==> src/rtl/pci_rr_arb_pkg.sv <==
package pci_rr_arb_pkg;

  // What the grant register does at the next rising edge
  typedef enum logic [1:0] {
    ACT_KEEP  = 2'd0,  // owner (or no owner) unchanged
    ACT_GRANT = 2'd1,  // hand the grant to the picked winner
    ACT_CLEAR = 2'd2   // withdraw every grant
  } arb_act_e;

endpackage

==> src/rtl/pci_rr_arb_busmon.sv <==
// Watches the bus strobes and flags the edge at which a fresh transfer begins.
module pci_rr_arb_busmon (
  input  logic clk,
  input  logic rst,
  input  logic frame_n,
  input  logic irdy_n,
  output logic start_o
);

  logic idle_q;  // bus was idle at the previous rising edge

  always_ff @(posedge clk) begin
    if (rst) begin
      idle_q <= 1'b1;
    end else begin
      idle_q <= frame_n & irdy_n;
    end
  end

  // FRAME# low only counts as a start when the bus was idle before
  assign start_o = idle_q & ~frame_n;

endmodule

==> src/rtl/pci_rr_arb_pick.sv <==
// Rotating-priority picker: first requester counting upward from ptr_i.
module pci_rr_arb_pick #(
  parameter int NUM_MST = 3,
  parameter int IDXW    = 2
) (
  input  logic [NUM_MST-1:0] req_i,
  input  logic [IDXW-1:0]    ptr_i,
  output logic               any_o,
  output logic [IDXW-1:0]    win_o
);

  localparam logic [IDXW:0] NUM_W = (IDXW+1)'(NUM_MST);

  // scan from the farthest offset down so the nearest requester wins
  always_comb begin
    logic [IDXW:0] slot;
    any_o = 1'b0;
    win_o = '0;
    for (int k = NUM_MST - 1; k >= 0; k--) begin
      slot = {1'b0, ptr_i} + (IDXW+1)'(k);
      if (slot >= NUM_W) begin
        slot = slot - NUM_W;
      end
      if (req_i[slot[IDXW-1:0]]) begin
        any_o = 1'b1;
        win_o = slot[IDXW-1:0];
      end
    end
  end

endmodule

==> src/rtl/pci_rr_arb_ctl.sv <==
// Owner tracking, pointer rotation and the registered grant outputs.
module pci_rr_arb_ctl
  import pci_rr_arb_pkg::*;
#(
  parameter int NUM_MST = 3,
  parameter int IDXW    = 2
) (
  input  logic               clk,
  input  logic               rst,
  input  logic [NUM_MST-1:0] req_i,
  input  logic               any_i,
  input  logic [IDXW-1:0]    win_i,
  input  logic               start_i,
  output logic [IDXW-1:0]    ptr_o,
  output logic [NUM_MST-1:0] gnt_n_o
);

  localparam logic [IDXW-1:0] LAST_IDX = IDXW'(NUM_MST - 1);

  logic               own_vld_q;
  logic [IDXW-1:0]    own_idx_q;
  logic [IDXW-1:0]    ptr_q;
  logic               started_q;
  logic [NUM_MST-1:0] gnt_n_q;

  logic               started_eff;
  logic [NUM_MST-1:0] win_oh;
  logic [IDXW-1:0]    ptr_nxt;
  arb_act_e           act;

  genvar gi;
  generate
    for (gi = 0; gi < NUM_MST; gi++) begin : g_win_oh
      assign win_oh[gi] = (win_i == IDXW'(gi));
    end
  endgenerate

  assign ptr_nxt = (win_i == LAST_IDX) ? '0 : win_i + 1'b1;

  always_comb begin
    started_eff = started_q | (start_i & own_vld_q);
    act         = ACT_KEEP;
    if (!own_vld_q) begin
      act = any_i ? ACT_GRANT : ACT_KEEP;
    end else if (!started_eff) begin
      if (req_i[own_idx_q]) begin
        act = ACT_KEEP;
      end else begin
        act = any_i ? ACT_GRANT : ACT_CLEAR;
      end
    end else begin
      // hidden hand-off; R8: park when nobody else asks
      act = (any_i && (win_i != own_idx_q)) ? ACT_GRANT : ACT_KEEP;
    end
  end

  always_ff @(posedge clk) begin
    if (rst) begin
      own_vld_q <= 1'b0;
      own_idx_q <= '0;
      ptr_q     <= '0;
      started_q <= 1'b0;
      gnt_n_q   <= '1;
    end else begin
      unique case (act)
        ACT_GRANT: begin
          own_vld_q <= 1'b1;
          own_idx_q <= win_i;
          ptr_q     <= ptr_nxt;
          started_q <= 1'b0;
          gnt_n_q   <= ~win_oh;
        end
        ACT_CLEAR: begin
          own_vld_q <= 1'b0;
          started_q <= 1'b0;
          gnt_n_q   <= '1;
        end
        default: begin
          started_q <= started_eff & own_vld_q;
        end
      endcase
    end
  end

  assign ptr_o   = ptr_q;
  assign gnt_n_o = gnt_n_q;

endmodule

==> src/rtl/pci_rr_arb.sv <==
// Top: rotating-priority grant arbiter with overlapped hand-off.
module pci_rr_arb #(
  parameter int NUM_MST = 3
) (
  input  logic               clk,
  input  logic               rst,
  input  logic [NUM_MST-1:0] req_n,
  input  logic               frame_n,
  input  logic               irdy_n,
  output logic [NUM_MST-1:0] gnt_n
);

  localparam int IDXW = (NUM_MST > 1) ? $clog2(NUM_MST) : 1;

  logic [NUM_MST-1:0] req;
  logic               any;
  logic [IDXW-1:0]    win;
  logic [IDXW-1:0]    ptr;
  logic               start;

  assign req = ~req_n;

  pci_rr_arb_busmon u_busmon (
    .clk     (clk),
    .rst     (rst),
    .frame_n (frame_n),
    .irdy_n  (irdy_n),
    .start_o (start)
  );

  pci_rr_arb_pick #(
    .NUM_MST (NUM_MST),
    .IDXW    (IDXW)
  ) u_pick (
    .req_i (req),
    .ptr_i (ptr),
    .any_o (any),
    .win_o (win)
  );

  pci_rr_arb_ctl #(
    .NUM_MST (NUM_MST),
    .IDXW    (IDXW)
  ) u_ctl (
    .clk     (clk),
    .rst     (rst),
    .req_i   (req),
    .any_i   (any),
    .win_i   (win),
    .start_i (start),
    .ptr_o   (ptr),
    .gnt_n_o (gnt_n)
  );

endmodule

==> config.mk <==
export PLATFORM = sky130hd
export DESIGN_NAME = pci_rr_arb
export DESIGN_NICKNAME = d
export VERILOG_FILES = /design/src/rtl/pci_rr_arb_pkg.sv /design/src/rtl/pci_rr_arb_busmon.sv /design/src/rtl/pci_rr_arb_pick.sv /design/src/rtl/pci_rr_arb_ctl.sv /design/src/rtl/pci_rr_arb.sv
export SDC_FILE = /design/constraint.sdc
export NUM_CORES = 1
export LEC_CHECK = 0
export BUFFER_PORTS_ARGS = -buffer_cell sky130_fd_sc_hd__clkbuf_2
export CORE_MARGIN = 4
export CORE_UTILIZATION = 46
export DETAILED_ROUTE_END_ITERATION = 8
export GPL_ROUTABILITY_DRIVEN = 0
export PLACE_DENSITY = 0.66
export SYNTH_ARGS = -nofsm -noshare
export SYNTH_HDL_FRONTEND = slang
export SYNTH_SLANG_ARGS = --single-unit
==> constraint.sdc <==
create_clock -name clk -period 3 [get_ports clk]
set_input_delay 0.6 -clock clk [delete_from_list [all_inputs] [get_ports clk]]
set_output_delay 0.6 -clock clk [all_outputs]
set_load 0.005 [all_outputs]
### Word-level counts from Yosys, hierarchy flattened

Cells that the tools add are included.

| storage, ports and cells | value |
|---|---|
| register bits | 10 |
| input port bits | 7 |
| output and inout port bits | 3 |
| logic and storage cells | 62 |

| cells by class | value |
|---|---|
| $add $sub $neg | 6 |
| magnitude comparators | 7 |
| eq/ne operators | 5 |
| mux-type cells | 26 |
| bitwise gates (word level) | 8 |
| reductions and logical operators | 4 |

Operator list:

| operator | count |
|---|---|
| $mux W2 | 11 |
| $lt A2 B3 Y1 const B | 4 |
| $mux W1 | 9 |
| $bmux W1 S2 | 4 |
| $ge A3 B2 Y1 const B | 2 |
| $not A3 Y3 | 2 |
| $pmux W3 S2 | 1 |
| $sub A2 B2 Y2 const B | 3 |
| $and A1 B1 Y1 | 4 |
| $eq A2 B1 Y1 const B | 2 |
| $eq A2 B2 Y1 const B | 2 |
| $add A2 B1 Y3 const B | 1 |
| $add A2 B2 Y3 const B | 1 |
| $reduce_or A3 Y1 | 1 |
| $add A2 B1 Y2 const B | 1 |
| $ge A2 B2 Y1 const B | 1 |
| $logic_not A2 Y1 | 1 |
| $ne A2 B2 Y1 | 1 |
| $pmux W1 S2 | 1 |
| $reduce_bool A2 Y1 | 1 |
| $logic_and A1 B1 Y1 | 1 |
| $not A1 Y1 | 1 |
| $or A1 B1 Y1 | 1 |

### Longest topological paths before layout

Gate-level depths: netlist of the first run.

| depth | value |
|---|---|
| depth in word-level cells | 15 |
| mapped depth | 12 |
| mapped depth without buffers | 11 |

### By module

Synthesis of the first run repeated with hierarchy kept, for this count alone.

| second synthesis, totals | value |
|---|---|
| cells, all modules | 84 |
| area total of the unflattened synthesis | 699.4 µm² |

By module, submodules not included:

| module | instances | cells an instance | area an instance (µm²) | seq. area each (µm²) |
|---|---|---|---|---|
| pci_rr_arb_ctl | 1 | 51 | 462.9 | 180.2 |
| pci_rr_arb_pick | 1 | 27 | 191.4 | 0.0 |
| pci_rr_arb_busmon | 1 | 3 | 33.8 | 20.0 |
| pci_rr_arb | 1 | 3 | 11.3 | 0.0 |

### Worst setup path before layout of the first run

OpenSTA, ideal clock, no wires.

| timing path | value |
|---|---|
| kind | input-to-reg |
| start point | input port req_n[1] |
| end point | register u_ctl.gnt_n_q[0], in the netlist u_ctl.gnt_n_o[0] |
| library setup time | 0.123 ns |
| arrival | 2.571 ns |
| required time | 2.877 ns |
| path slack | 0.306 ns |
| stages on the path | 10 |
| path buffers | 1 |
| path through | buf_2 a21oi_1 a2111oi_0 a21oi_1 xor2_1 a31o_2 ha_1 nor2_1 a32oi_1 or2_2 |

| between the ends | value |
|---|---|
| longest elaborated chain between the ends | 13 |
| elaborated cells between the ends (all ways) | 29 |
| those cells by class | 3 x eq/ne; 21 x mux; 2 x bitwise; 3 x reduce/logical |

RTL lines:

| element | RTL line | source |
|---|---|---|
| from (decl) | pci_rr_arb.sv:7 | `input logic [NUM_MST-1:0] req_n,` |
| $not A3 Y3 (*) | pci_rr_arb.sv:21 | `assign req = ~req_n;` |
| $bmux W1 S2 | pci_rr_arb_pick.sv:24 | `if (req_i[slot[IDXW-1:0]]) begin` |
| $mux W1 (not written as such) | pci_rr_arb_pick.sv:24 |  |
| $mux W2 (3 in a row) | pci_rr_arb_pick.sv:24 |  |
| $ne A2 B2 Y1 | pci_rr_arb_ctl.sv:53 | `act = (any_i && (win_i != own_idx_q)) ? ACT_GRANT : ACT_KEEP;` |
| $logic_and A1 B1 Y1 | pci_rr_arb_ctl.sv:53 |  |
| $mux W1 | pci_rr_arb_ctl.sv:53 |  |
| $mux W2 | pci_rr_arb_ctl.sv:45 | `end else if (!started_eff) begin` |
| $mux W2 | pci_rr_arb_ctl.sv:43 | `if (!own_vld_q) begin` |
| $eq A2 B2 Y1 or $eq A2 B1 Y1 (tied branches) | pci_rr_arb_ctl.sv:65 | `unique case (act)` |
| $pmux W3 S2 or $reduce_bool A2 Y1 (tied branches) | - |  |
| to (signal assigned) | pci_rr_arb_ctl.sv:71 | `gnt_n_q <= ~win_oh;` |
| to (decl) | pci_rr_arb_ctl.sv:24 | `logic [NUM_MST-1:0] gnt_n_q;` |

Mark *: on every way between the ends. The rest lies on a longest branch, timed or not. The select of a mux whose other input is x is not followed.
A chain may end at the register's enable or synchronous reset.

### Final worst setup path of the first run

| timing path | value |
|---|---|
| start point | register u_ctl.ptr_q[0], in the netlist u_ctl.ptr_o[0] |
| end point | register u_ctl.gnt_n_q[0], in the netlist u_ctl.gnt_n_o[0] |

| between the ends | value |
|---|---|
| longest elaborated chain between the ends | 15 |
| elaborated cells between the ends (all ways) | 37 |
| those cells by class | 5 x add/sub; 3 x order compare; 3 x eq/ne; 22 x mux; 1 x bitwise; 3 x reduce/logical |

RTL lines:

| element | RTL line | source |
|---|---|---|
| from (decl) | pci_rr_arb_ctl.sv:22 | `logic [IDXW-1:0] ptr_q;` |
| from (signal assigned) | pci_rr_arb_ctl.sv:69 | `ptr_q <= ptr_nxt;` |
| $add A2 B2 Y3 | pci_rr_arb_pick.sv:20 | `slot = {1'b0, ptr_i} + (IDXW+1)'(k);` |
| $ge A3 B2 Y1 or $sub A2 B2 Y2 (tied branches) | pci_rr_arb_pick.sv:21, pci_rr_arb_pick.sv:22 |  |
| $mux W2 | pci_rr_arb_pick.sv:21 | `if (slot >= NUM_W) begin` |
| $bmux W1 S2 | pci_rr_arb_pick.sv:24 |  |
| $mux W1 (not written as such) | pci_rr_arb_pick.sv:24 |  |
| $mux W2 (3 in a row) | pci_rr_arb_pick.sv:24 |  |
| $ne A2 B2 Y1 | pci_rr_arb_ctl.sv:53 |  |
| $logic_and A1 B1 Y1 | pci_rr_arb_ctl.sv:53 |  |
| $mux W1 | pci_rr_arb_ctl.sv:53 |  |
| $mux W2 | pci_rr_arb_ctl.sv:45 |  |
| $mux W2 | pci_rr_arb_ctl.sv:43 |  |
| $eq A2 B2 Y1 or $eq A2 B1 Y1 (tied branches) | pci_rr_arb_ctl.sv:65 |  |
| $pmux W3 S2 or $reduce_bool A2 Y1 (tied branches) | - |  |

Parallel ways exist; a longest one is shown, timed or not. The select of a mux whose other input is x is not followed.

==> reports/results.ini, run 1 <==
[min_path]
hp-start=u_ctl.ptr_o[0]
hp-class=flip-flop to flip-flop
hold_path_depth=2
hold_end=u_ctl.ptr_o[0]

[power_and_ir_drop]
power_switching_uw=314.7
comb_power_share_pct=60.8
p_per_area_mw_per_mm2=935.7
p_leak_uw=0.0003465
peakVddDrop_v=0.0004604
pwr-share-seq_pct=27.6
switching_share_pct=41.80
p_int_uw=438.1
pwr-share-clk_pct=11.6

[cts]
cts_buffers=3
cts_setup_buffers=0
holdBufCountCts=0
clk_pin_slew_worst_paths_ns=0.06
cts_tree=yes
h-tree-depth=1
cts_sinks=10
cts_root_buffer=clkbuf_4
cts_buffer_depth=2
clkLatencyLatePin_ns=0.26

[timing]
fin_crit_ns=2.780
setup_slack_ns=0.2204
whs_ns=0.4743
fmax_ghz=0.3598
fin_crit_sh_pct=92.65
clock_skew_ns=0.003017
tns_ns=0
max_slew_margin_pct=73.50
setup_viol_count_final=0
grt_setup_unrepaired=false
report.final.slew_viol_count=0
finalHoldViolCount=0
tightestPinTransition_ns=0.3975

[yosys]
synth_compound_area_share_pct=27.73
synth_top_family_by_area=compound AO/OA/AOI/OAI gates
synth-seq-area-share_pct=27.73
ys_top_cells_by_area=dfxtp_1, ha_1, a21oi_1
synthMuxAreaShare_pct=3.640
syn_inst=88
syn_area_per_cell_um2=8.204
synth_adder_area_share_pct=8.666
ys_warn_count=0
yosysTopAreaCell=dfxtp_1
synth.distinct_cells=41
synthSimpleGateAreaFrac_pct=24.09
yosysTopAreaCellShare_pct=27.73
synthXorXnorAreaFrac_pct=1.213
synth_area_um2=721.9
synth-seq-cells=10
syn-num-nets=100

[worst_setup_path]
cp-startpoint=u_ctl.ptr_o[0]
crit_chain=inv_1 -> ha_2 -> a21oi_1 -> a2111oi_1 -> a21oi_1 -> xor2_1 -> a31o_2 -> ha_1 -> nor2_1 -> a32oi_1 -> or2_2
worstPathMaxFanout=7
max_stage_delay_ns=0.39
worstPathRequired_ns=3.14
r2r-start=u_ctl.ptr_o[0]
cpMostUsedCell=a21oi_1
crit_arrival_ns=2.92
path_buf_inv=1
end_kind=flip-flop
crit_path_top_delay_cell=ha_2
reg2reg_depth=11
critical_path.startpoint_type=flip-flop
r2r_setup_slack_ns=0.22
critPathTopFamily=compound AO/OA/AOI/OAI gates
reg2reg_to=u_ctl.gnt_n_o[0]
cp_num_cells=11
path_class=flip-flop to flip-flop

[finish]
design_area_um2=804.5
area_growth_pct=11.44
drive_gt1_share_pct=26.53
nets=112
utilization_pct=54.03
diodes=0

[routing]
first_iter_violations=6
viasPerCell=5.737
wire_per_inst_um=12.11
postRouteAntennaNets=0
drc_errors=0
wirelength_um=1380
vias=654
drt-pass1-iter-count=3

[grt]
grt_usage_pct=13.94
grt_max_degree=11
antenna_found_initial=0
grt_pass1_wl_um=2256
grt_pass1_vias=554
grt_overflow=0

[die]
io_pins=10
dieArea_mm2=0.002267
start_util_pct=48.49
die_width_um=47.62
core_mm2=0.001489
dieHeight_um=47.62
rows=14

[placed_design]
post-dp-hpwl_um=1062
dpl_cell_area_um2=778.2
post-place-ws_ns=0.1505
io_buffer_count=9

[run_status]
status=complete, no violations

[run]
maxCapViolations=0

[cells in the final DEF (no fill, tap or decap), drive strengths merged, types with 2 or more instances in the layout]
cell / synthesis / layout
o21bai: 2 / 2
o221ai: 2 / 2
nor2b: 4 / 4
or3: 2 / 2
nand2: 7 / 7
nand3: 2 / 2
clkbuf: 2 / 12
nand2b: 3 / 3
dfxtp: 10 / 10
a21o: 2 / 2
a21oi: 10 / 10
inv: 7 / 7
a211oi: 2 / 2
mux2: 2 / 2
nor2: 5 / 5
buf: 2 / 2
nor3: 2 / 2
ha: 5 / 5
or2: 2 / 2
[per-stage QoR]
| stage | cells | power [uW] |
|---|---|---|
| 6_report | 114 | 752.8 |
| 5_1_grt | 114 | 817.6 |
| 4_1_cts | 114 | 748.9 |
| 3_5_place_dp | 111 | 661.4 |
| 3_3_place_gp | 111 | 649.7 |
| 2_1_floorplan | 88 | 565.0 |
[cell families (layout without fill, tap and decap cells)]
| kind of cell | Yosys count | after routing |
|---|---|---|
| compound gates | 27 | 27 |
| xor+xnor | 1 | 1 |
| fa+ha+maj | 5 | 5 |
| buf+inv | 11 | 21 |
| flops | 10 | 10 |
| mux | 2 | 2 |
| simple gates | 32 | 32 |
[layout make-up]
class	instances	area (um2)
multi-input combinational	67	475.5
clock buffer	3	22.52
sequential	10	200.2
timing repair buffer	11	60.06
fill	130	684.4
inverter	7	26.28
tap	16	20.02
[cells in the mapped netlist, drive strengths merged]
library cell  count
nor4              1
or3               2
inv               7
o21ai             1
dfxtp            10
a31oi             1
o22ai             1
xor2              1
nand4b            1
buf               2
nor2b             4
nand4             1
nand3b            1
a2111oi           1
a31o              1
a32oi             1
a21o              2
clkbuf            2
or2               2
nor3              2
o221ai            2
ha                5
nand3             2
nor2              5
and3              1
a311o             1
a21oi            10
nand2b            3
mux2              2
nand2             7
a211oi            2
o41ai             1
a41o              1
o21bai            2
[power groups by stage]
| stage | registers, uW | logic (uW) | clock network [uW] |
|---|---|---|---|
| floorplan | 200 | 365 | 0 |
| global placement | 209 | 441 | 0 |
| detailed placement | 211 | 451 | 0 |
| CTS | 208 | 452 | 88.6 |
| global route | 215 | 509 | 93.5 |
| finish | 208 | 458 | 87.2 |
[worst min-delay path: cells and delay by family, from the launching register on]
family | cells | cell delay (ns)
simple gates | 1 | 0.05
compound gates | 1 | 0.05
flops | 1 | 0.32
[how the worst max path moves through the flow]
stage / end
2_1_floorplan: u_ctl.gnt_n_o[0]
3_3_place_gp: u_ctl.gnt_n_o[0]
3_5_place_dp: u_ctl.gnt_n_o[0]
4_1_cts: u_ctl.gnt_n_o[0]
5_1_grt: u_ctl.gnt_n_o[0]
6_report: u_ctl.gnt_n_o[0]
[flip-flops by register name, summed over array words and instances, names as in the netlist]
signal and count:
u_ctl.ptr_o 2, u_ctl.gnt_n_o 3, u_ctl.started_q 1, u_busmon.idle_q 1, u_ctl.own_idx_q 2, u_ctl.own_vld_q 1
[per-layer routing]
| layer | vias up | GRT usage, % | wire length [um] |
|---|---|---|---|
| li1 | 344 | - | - |
| met1 | 300 | 18.34 | 673 |
| met2 | 6 | 21.39 | 652 |
| met3 | 4 | 3.383 | 35 |
| met4 | 0 | 6.452 | 18 |
| met5 | - | 0 | 0 |
[timing repair]
item                                    in CTS  in global routing
hold endpoints to repair                     0                  0
gates resized for setup                      0                  2
endpoints found under the setup margin       0                  1
Power figures use the tool's default switching activity.
==> inputs of run 2 (changes only) <==
--- a/config.mk
+++ b/config.mk
@@ -11,6 +11,7 @@
 export DETAILED_ROUTE_END_ITERATION = 8
 export GPL_ROUTABILITY_DRIVEN = 0
 export PLACE_DENSITY = 0.66
+export RECOVER_POWER = 50
 export SYNTH_ARGS = -nofsm -noshare
 export SYNTH_HDL_FRONTEND = slang
 export SYNTH_SLANG_ARGS = --single-unit
==> reports/results.ini, run 2 (synthesis gave the netlist of run 1 again) <==
[die]
rows=14  ; unchanged
io_pins=10  ; unchanged
start_util_pct=48.49  ; unchanged
die_width_um=47.62  ; unchanged
core_mm2=0.001489  ; unchanged
dieArea_mm2=0.002267  ; unchanged
dieHeight_um=47.62  ; unchanged

[finish]
design_area_um2=799.5  ; was 804.5 um2
final_common_cell=dfxtp_1  ; unchanged
drive_gt1_share_pct=22.45  ; was 26.53%
area_growth_pct=10.75  ; was 11.44%
layout_common_cells=dfxtp_1, a21oi_1, nand2_1  ; was dfxtp_1, a21oi_1, clkbuf_2
nets=112  ; unchanged
fillers=131  ; was 130
diodes=0  ; unchanged
largest_reg_flops=3  ; unchanged
stdcell_count=114  ; unchanged

[routing]
postRouteAntennaNets=0  ; unchanged
first_iter_violations=6  ; unchanged
viasPerCell=5.728  ; was 5.737
wirelength_um=1382  ; was 1380 um
drc_errors=0  ; unchanged
wire_per_inst_um=12.12  ; was 12.11 um
drt-pass1-iter-count=3  ; unchanged
vias=653  ; was 654

[worst_setup_path]
r2r-start=u_ctl.ptr_o[0]  ; unchanged
critical_path.startpoint_type=flip-flop  ; unchanged
r2r_setup_slack_ns=0.22  ; about the same
worstPathRequired_ns=3.14  ; about the same
end_kind=flip-flop  ; unchanged
crit_arrival_ns=2.92  ; about the same
path_class=flip-flop to flip-flop  ; unchanged
worstPathMaxFanout=7  ; unchanged
cp-startpoint=u_ctl.ptr_o[0]  ; unchanged

[timing]
finalHoldViolCount=0  ; unchanged
clock_skew_ns=0.003033  ; was 0.003017 ns
setup_viol_count_final=0  ; unchanged
report.final.slew_viol_count=0  ; unchanged
fin_crit_ns=2.780  ; about the same
tightestPinTransition_ns=0.4053  ; was 0.3975 ns
max_slew_margin_pct=72.98  ; was 73.50%
fin_crit_sh_pct=92.65  ; about the same
tns_ns=0  ; unchanged
grt_setup_unrepaired=false  ; unchanged
fmax_ghz=0.3598  ; about the same
setup_slack_ns=0.2204  ; about the same

[cts]
cts_setup_buffers=0  ; unchanged
holdBufCountCts=0  ; unchanged
cts_buffers=3  ; unchanged
cts_sinks=10  ; unchanged
clkLatencyLatePin_ns=0.26  ; about the same
cts_buffer_depth=2  ; unchanged
cts_tree=yes  ; unchanged
cts_root_buffer=clkbuf_4  ; unchanged
ctsResizeCount=0  ; unchanged
h-tree-depth=1  ; unchanged
clk_pin_slew_worst_paths_ns=0.06  ; about the same

[min_path]
hp-start=u_ctl.ptr_o[0]  ; unchanged
hp-class=flip-flop to flip-flop  ; unchanged

[power_and_ir_drop]
p_total_uw=749.5  ; was 752.8 uW
switching_share_pct=41.99  ; was 41.80%
p_int_uw=434.8  ; was 438.1 uW
comb_power_share_pct=60.6  ; was 60.8%
p_per_area_mw_per_mm2=937.4  ; was 935.7 mW/mm2
pwr-share-clk_pct=11.6  ; about the same
peakVddDrop_v=0.0004604  ; about the same
p_leak_uw=0.0003357  ; was 0.0003465 uW
pwr-share-seq_pct=27.7  ; was 27.6%
power_switching_uw=314.7  ; about the same

[placed_design]
post-dp-hpwl_um=1062  ; unchanged
numPlacedInstances=111  ; unchanged
post-place-ws_ns=0.1505  ; unchanged
io_buffer_count=9  ; unchanged
dpl_cell_area_um2=778.2  ; unchanged

[grt]
use_met3_pct=3.383  ; unchanged
grt_pass1_wl_um=2256  ; unchanged
antenna_found_initial=0  ; unchanged
grt.busiest_layer=met2  ; unchanged
use_met1_pct=18.34  ; unchanged
gr-usage-met2_pct=21.39  ; unchanged
grt_pass1_vias=554  ; unchanged
grt_usage_pct=13.94  ; unchanged
grt_max_degree=11  ; unchanged
grt_overflow=0  ; unchanged

[run_status]
status=complete, no violations  ; unchanged

[run]
maxCapViolations=0  ; unchanged

-- run 2: cell counts in the layout (fill, tap and decap cells not counted) --
Identical to the previous run, type by type.
-- run 2: worst max-delay path, cell delays in order, from the launching register on --
cell and delay, ns:
dfxtp_1 0.35, inv_1 0.07, ha_2 0.39, a21oi_1 0.08, a2111oi_1 0.33, a21oi_1 0.17
xor2_1 0.19, a31o_2 0.26, ha_1 0.30, nor2_1 0.14, a32oi_1 0.10, or2_2 0.29
-- run 2: worst paths after layout --
path / cells past startpoint / end
min reg2reg: 2 / u_ctl.ptr_o[0]
min: 2 / u_ctl.ptr_o[0]
max reg2reg: 11 / u_ctl.gnt_n_o[0]
max: 11 / u_ctl.gnt_n_o[0]
-- run 2: per-stage QoR --
stage	utilization [%]	hold WS, ns
5_1_grt	53.70	0.4990
2_1_floorplan	-	0.4536
4_1_cts	53.78	0.4774
3_5_place_dp	52.27	0.4694
6_report	53.70	0.4743
3_3_place_gp	52.27	0.4686
-- run 2: area by class of cell --
class / instances / area [um2] / area share, %
sequential: 10 / 200.2 / 25.04
tap: 16 / 20.02 / 2.504
timing repair buffer: 11 / 55.05 / 6.886
multi-input combinational: 67 / 475.5 / 59.47
clock buffer: 3 / 22.52 / 2.817
inverter: 7 / 26.28 / 3.286
-- run 2: power groups by stage --
stage	clock, uW	sequential (uW)	combinational, uW
global route	93.5	215	506
detailed placement	0	211	451
floorplan	0	200	365
CTS	88.6	208	452
finish	87.2	208	454
global placement	0	209	441
-- run 2: routing by layer --
layer  vias up  wire length [um]
met5         -                 0
met2         6               652
met1       300               676
li1        343                 -
met3         4                35
met4         0                18
